[config.mk]
export PLATFORM = sky130hd
export DESIGN_NAME = spi_rate_sel
export DESIGN_NICKNAME = d
export VERILOG_FILES = /design/src/rtl/spi_rate_pkg.sv /design/src/rtl/spi_rate_regs.sv /design/src/rtl/spi_rate_decode.sv /design/src/rtl/spi_rate_divider.sv /design/src/rtl/spi_rate_sel.sv
export SDC_FILE = /design/constraint.sdc
export NUM_CORES = 1
export LEC_CHECK = 0
export ABC_AREA = 1
export BUFFER_PORTS_ARGS = -buffer_cell sky130_fd_sc_hd__buf_2
export CORE_MARGIN = 1.5
export CORE_UTILIZATION = 25
export DETAILED_ROUTE_END_ITERATION = 12
export PLACE_DENSITY = 0.51
export SKIP_CTS_REPAIR_TIMING = 1
export SYNTH_ARGS = -nofsm -noshare
export SYNTH_HDL_FRONTEND = slang
export SYNTH_HIERARCHICAL = 1
export SYNTH_SLANG_ARGS = --single-unit
[constraint.sdc]
create_clock -name clk -period 5.9 [get_ports clk]
set_clock_uncertainty 0.1 [all_clocks]
set_input_delay 0.295 -clock clk [delete_from_list [all_inputs] [get_ports clk]]
set_output_delay 0.295 -clock clk [all_outputs]
set_load 0.02 [all_outputs]
[src/rtl/spi_rate_pkg.sv]
package spi_rate_pkg;
  localparam int unsigned CODE_W     = 4;
  localparam int unsigned RATIO_W    = 8;
  // Fixed ratios against a 200 MHz reference
  localparam logic [RATIO_W-1:0] RATIO_FAST  = 8'd2;
  localparam logic [RATIO_W-1:0] RATIO_SLOW  = 8'd250;
  localparam logic [RATIO_W-1:0] RATIO_STEP  = 8'd3;
  localparam logic [CODE_W-1:0]  CODE_TURBO  = 4'd4;
  localparam logic [CODE_W-1:0]  CODE_PROG   = 4'd7;
endpackage

[src/rtl/spi_rate_regs.sv]
module spi_rate_regs
  import spi_rate_pkg::*;
#(
  parameter int unsigned ADDR_W   = 8,
  parameter int unsigned DATA_W   = 32,
  parameter int unsigned DIV_W    = 6,
  parameter int unsigned CODE_LSB = 20,
  parameter int unsigned DIV_LSB  = 8,
  parameter logic [ADDR_W-1:0] ENA_OFS = 8'h20,
  parameter logic [ADDR_W-1:0] SPD_OFS = 8'h6C,
  parameter logic [CODE_W-1:0] RST_CODE = 4'd5
) (
  input  logic              clk,
  input  logic              rst,
  input  logic              wr_en,
  input  logic [ADDR_W-1:0] wr_addr,
  input  logic [DATA_W-1:0] wr_data,
  output logic [CODE_W-1:0] code_q,
  output logic              turbo_q,
  output logic [DIV_W-1:0]  div_q
);
  logic hit_ena, hit_spd;
  logic unused_data;

  assign hit_ena = wr_en && (wr_addr == ENA_OFS);
  assign hit_spd = wr_en && (wr_addr == SPD_OFS);
  assign unused_data = ^wr_data;

  always_ff @(posedge clk) begin
    if (rst) begin
      code_q  <= RST_CODE;
      turbo_q <= 1'b0;
      div_q   <= '0;
    end else begin
      if (hit_ena) begin
        code_q  <= wr_data[CODE_LSB +: CODE_W];
        turbo_q <= wr_data[0];
      end
      if (hit_spd) begin
        div_q <= wr_data[DIV_LSB +: DIV_W];
      end
    end
  end

  // writes elsewhere leave every field alone
  a_r9_foreign_addr: assert property (@(posedge clk) disable iff (rst)
    (wr_en && wr_addr != ENA_OFS && wr_addr != SPD_OFS)
      |=> ($stable(code_q) && $stable(turbo_q) && $stable(div_q)));
endmodule

[src/rtl/spi_rate_decode.sv]
module spi_rate_decode
  import spi_rate_pkg::*;
#(
  parameter int unsigned DIV_W = 6
) (
  input  logic [CODE_W-1:0]  code,
  input  logic               turbo,
  input  logic [DIV_W-1:0]   div,
  output logic [RATIO_W-1:0] ratio
);
  localparam logic [RATIO_W-1:0] DIV_FLOOR = RATIO_FAST;

  logic [RATIO_W-1:0] div_ext;
  assign div_ext = RATIO_W'(div);

  always_comb begin
    ratio = RATIO_SLOW;
    if (code < CODE_TURBO) begin
      ratio = RATIO_STEP * (RATIO_W'(code) + RATIO_W'(1));
    end else if (code == CODE_TURBO) begin
      ratio = turbo ? RATIO_FAST : RATIO_SLOW;
    end else if (code == CODE_PROG) begin
      ratio = (div_ext < DIV_FLOOR) ? DIV_FLOOR : div_ext;
    end
  end
endmodule

[src/rtl/spi_rate_divider.sv]
module spi_rate_divider
  import spi_rate_pkg::*;
(
  input  logic               clk,
  input  logic               rst,
  input  logic               cs_active,
  input  logic [RATIO_W-1:0] ratio_next,
  output logic [RATIO_W-1:0] ratio_q,
  output logic               bit_tick
);
  logic [RATIO_W-1:0] cnt;
  logic               wrap;

  assign wrap = (cnt == ratio_q - RATIO_W'(1));

  always_ff @(posedge clk) begin
    if (rst) begin
      ratio_q  <= RATIO_SLOW;
      cnt      <= '0;
      bit_tick <= 1'b0;
    end else if (!cs_active) begin
      ratio_q  <= ratio_next;
      cnt      <= '0;
      bit_tick <= 1'b0;
    end else begin
      cnt      <= wrap ? '0 : cnt + RATIO_W'(1);
      bit_tick <= wrap;
    end
  end

  // idle means no tick
  a_r7_idle_quiet: assert property (@(posedge clk) disable iff (rst)
    !cs_active |=> !bit_tick);
  // ratio frozen during a command
  a_r8_hold_in_cmd: assert property (@(posedge clk) disable iff (rst)
    cs_active |=> $stable(ratio_q));
  // ticks are single-cycle pulses
  a_r6_single_pulse: assert property (@(posedge clk) disable iff (rst)
    bit_tick |=> !bit_tick);
  // ratio never drops below two
  a_r4_floor_two: assert property (@(posedge clk) disable iff (rst)
    ratio_q >= RATIO_FAST);
endmodule

[src/rtl/spi_rate_sel.sv]
module spi_rate_sel
  import spi_rate_pkg::*;
#(
  parameter int unsigned ADDR_W = 8,
  parameter int unsigned DATA_W = 32,
  parameter int unsigned DIV_W  = 6
) (
  input  logic              clk,
  input  logic              rst,
  input  logic              wr_en,
  input  logic [ADDR_W-1:0] wr_addr,
  input  logic [DATA_W-1:0] wr_data,
  input  logic              cs_active,
  output logic              bit_tick,
  output logic [7:0]        rate_ratio
);
  logic [CODE_W-1:0]  code_q;
  logic               turbo_q;
  logic [DIV_W-1:0]   div_q;
  logic [RATIO_W-1:0] ratio_next;

  spi_rate_regs #(
    .ADDR_W (ADDR_W),
    .DATA_W (DATA_W),
    .DIV_W  (DIV_W)
  ) u_regs (
    .clk     (clk),
    .rst     (rst),
    .wr_en   (wr_en),
    .wr_addr (wr_addr),
    .wr_data (wr_data),
    .code_q  (code_q),
    .turbo_q (turbo_q),
    .div_q   (div_q)
  );

  spi_rate_decode #(.DIV_W(DIV_W)) u_dec (
    .code  (code_q),
    .turbo (turbo_q),
    .div   (div_q),
    .ratio (ratio_next)
  );

  spi_rate_divider u_div (
    .clk        (clk),
    .rst        (rst),
    .cs_active  (cs_active),
    .ratio_next (ratio_next),
    .ratio_q    (rate_ratio),
    .bit_tick   (bit_tick)
  );
endmodule

==> results.ini <==
[timing]
fmax_mhz = 450
final.period_utilization_pct = 37.6
hold_viol = 0
setup_viol = 0
tightest_slew_ns = 0.506
tns_ns = 0
slew_headroom_pct = 66.3
rsz0062_at_grt = false
hold_ws_ns = 0.163
min_period_ns = 2.22
maxSlewViolCount = 0

[routing]
routed_wl_mm = 4.01
ant_nets = 0
vias_per_cell = 4.34
drtIter0Drc = 100
vias = 1793
drt-pass1-iter-count = 5
drc = 0
wire_per_inst_um = 9.71

[cts]
htree_levels = 1
cts_tree = done
path_clk_slew_ns = 0.10
root_buffer = clkbuf_8
cts_buffer_depth = 2
insertion_delay_ns = 0.27
cts_buffers = 3
clock-sinks = 28

[floorplan]
die_x_um = 90.9
die_h_um = 90.9
die-area_um2 = 8270
io_pins = 53
core_area_um2 = 7370
num_rows = 31
start_util_pct = 26.2

[synth]
yosysMostFrequentCell = nand2_1
ys_seq_area_share_pct = 29.0
synthArstFlopShare_pct = 0
synth_edf_count = 0
synth_common_cells = nand2_1, nor2_1, inv_1, nand3_1, dfxtp_1
synthFlopType = dfxtp_1
yosysTopAreaCellShare_pct = 29.0
synth_area_leader_cell = dfxtp_1
synthCells = 284
synth_cell_type_count = 31
synth.net_count = 338
netlist_area_um2 = 1930
postSynthAreaPerCell_um2 = 6.81
synth_area_leaders = dfxtp_1, nand2_1, nand3_1
yosysWarnings = 6
ys_seq_elements = 28

[critical_path]
path_cells = ha_1 > nor2_1 > nor2_2 > ha_1 > a21oi_1 > nand2_1 > a21oi_1 > o21ai_1 > nand3b_1 > nand2_1 > o211ai_1
cp.required_ns = 6.00
cp-start-kind = flop
cp_max_fo = 8
cpPeakStageDelay_ns = 0.49
critical_path_arrival_ns = 2.32
slowest_stage = dfxtp_1
end_kind = flop
critical_path_class = reg2reg

[placement]
placed_cells = 409
hpwl_mm = 3.26
io_buffers = 31
place.gp.congestion = 0.757

[layout]
n_antenna_cell = 0
final_layout_size_suffix_gt1_share_pct = 18.2
layout.nets = 369
fin_cells = 413
area_growth_pct = 15.5
nFillCells = 845

[outcome]
status = completed

[power_and_ir_drop]
p_leak_uw = 0.00105
p_int_uw = 301
ir_drop_v = 0.000101
swShare_pct = 23.6
powerDensity_nw_per_um2 = 176
pwr-share-clk_pct = 38.7
seqPwrFrac_pct = 49.9
switchingPower_uw = 93.1
comb_power_share_pct = 11.4

[grt]
grt.overflow.total = 0
grt_max_degree = 19
grt_pass1_wl_mm = 7.54
antenna_found_initial = 0
grt_use_total_pct = 10.8
grt_pass1_vias = 1741

[run]
max_cap_violations = 0

[min_path]
hold_path_class = in2reg

[power by group through the flow]
stage          registers (uW)  logic (uW)  clock network (uW)
2_1_floorplan             203        27.2                   0
3_3_place_gp              201        44.4                   0
3_5_place_dp              201        45.3                   0
4_1_cts                   197        45.4                 158
5_1_grt                   197        51.7                 167
6_report                  197        45.0                 152
[metrics by stage]
step | util [%] | total power [uW] | setup WS [ns] | area [um2]
global placement | 29.3 | 246 | 3.72 | 2160
finish | 30.3 | 394 | 3.68 | 2230
CTS | 30.3 | 401 | 3.68 | 2230
floorplan | - | 231 | 3.95 | 1930
detailed placement | 29.3 | 246 | 3.70 | 2160
global route | 30.3 | 416 | 3.39 | 2230
[layout by cell type (no fill, tap or decap), types with 2 or more instances in the layout]
cell,n
inv_1,36
a21oi_2,2
inv_2,3
ha_1,9
nand3b_1,7
a21oi_1,13
nand3_1,32
nand2_1,61
o21ai_1,2
nand2_4,2
nor2_2,5
o21ai_0,2
o21ai_2,2
buf_2,31
o211ai_1,4
clkbuf_8,3
xnor2_1,2
nor2_4,2
nor2_1,42
nand2_2,4
nand4_1,4
dfxtp_1,28
nor3_1,2
xor2_1,9
[critical path: cells and delay by family (launching register included)]
kind	cells	cell delay, ns
adder cells (fa/ha/maj)	2	0.57
AO/OA/AOI/OAI	4	0.44
flip-flops	1	0.49
AND/OR/NAND/NOR	5	0.55
[final timing paths]
kind | cells past startpoint | end | start | slack (ns)
hold / removal | 3 | u_regs/code_q[0] | wr_data[20] | 0.16
setup / recovery | 11 | u_div/ratio_q[4] | u_regs/code_q[0] | 3.68
setup reg to reg | 11 | u_div/ratio_q[4] | u_regs/code_q[0] | 3.68
hold reg to reg | 1 | u_div/cnt[0] | u_div/cnt[0] | 0.39
[final cells by class]
class	instances	area, um2	area share [%]
Tap cell	99	124	5.55
Sequential cell	28	561	25.1
Timing Repair Buffer	31	155	6.95
Multi-Input combinational cell	212	1180	52.7
Clock buffer	3	41.3	1.85
Inverter	39	146	6.55
Clock inverter	1	30.0	1.34
[flip-flops by register name (all words and copies together) (netlist names)]
signal	cells
u_regs/div_q	6
u_div/ratio_q	8
u_div/cnt	8
u_regs/turbo_q	1
u_regs/code_q	4
u_div/bit_tick	1
[cells by family after synthesis]
logic type | synth area share [%]
buf+inv | 10.2
flops | 29.0
compound gates | 9.00
xor+xnor | 4.98
fa+ha+maj | 6.86
simple gates | 40.0
[per-layer routing]
metal	vias up	global-route usage [%]	part of all wire [%]
li1	967	-	-
met1	791	15.3	54
met2	33	17.0	42
met3	2	1.51	3.4
met4	0	2.73	0.87
met5	-	0	0
Power figures use the tool's default switching activity.
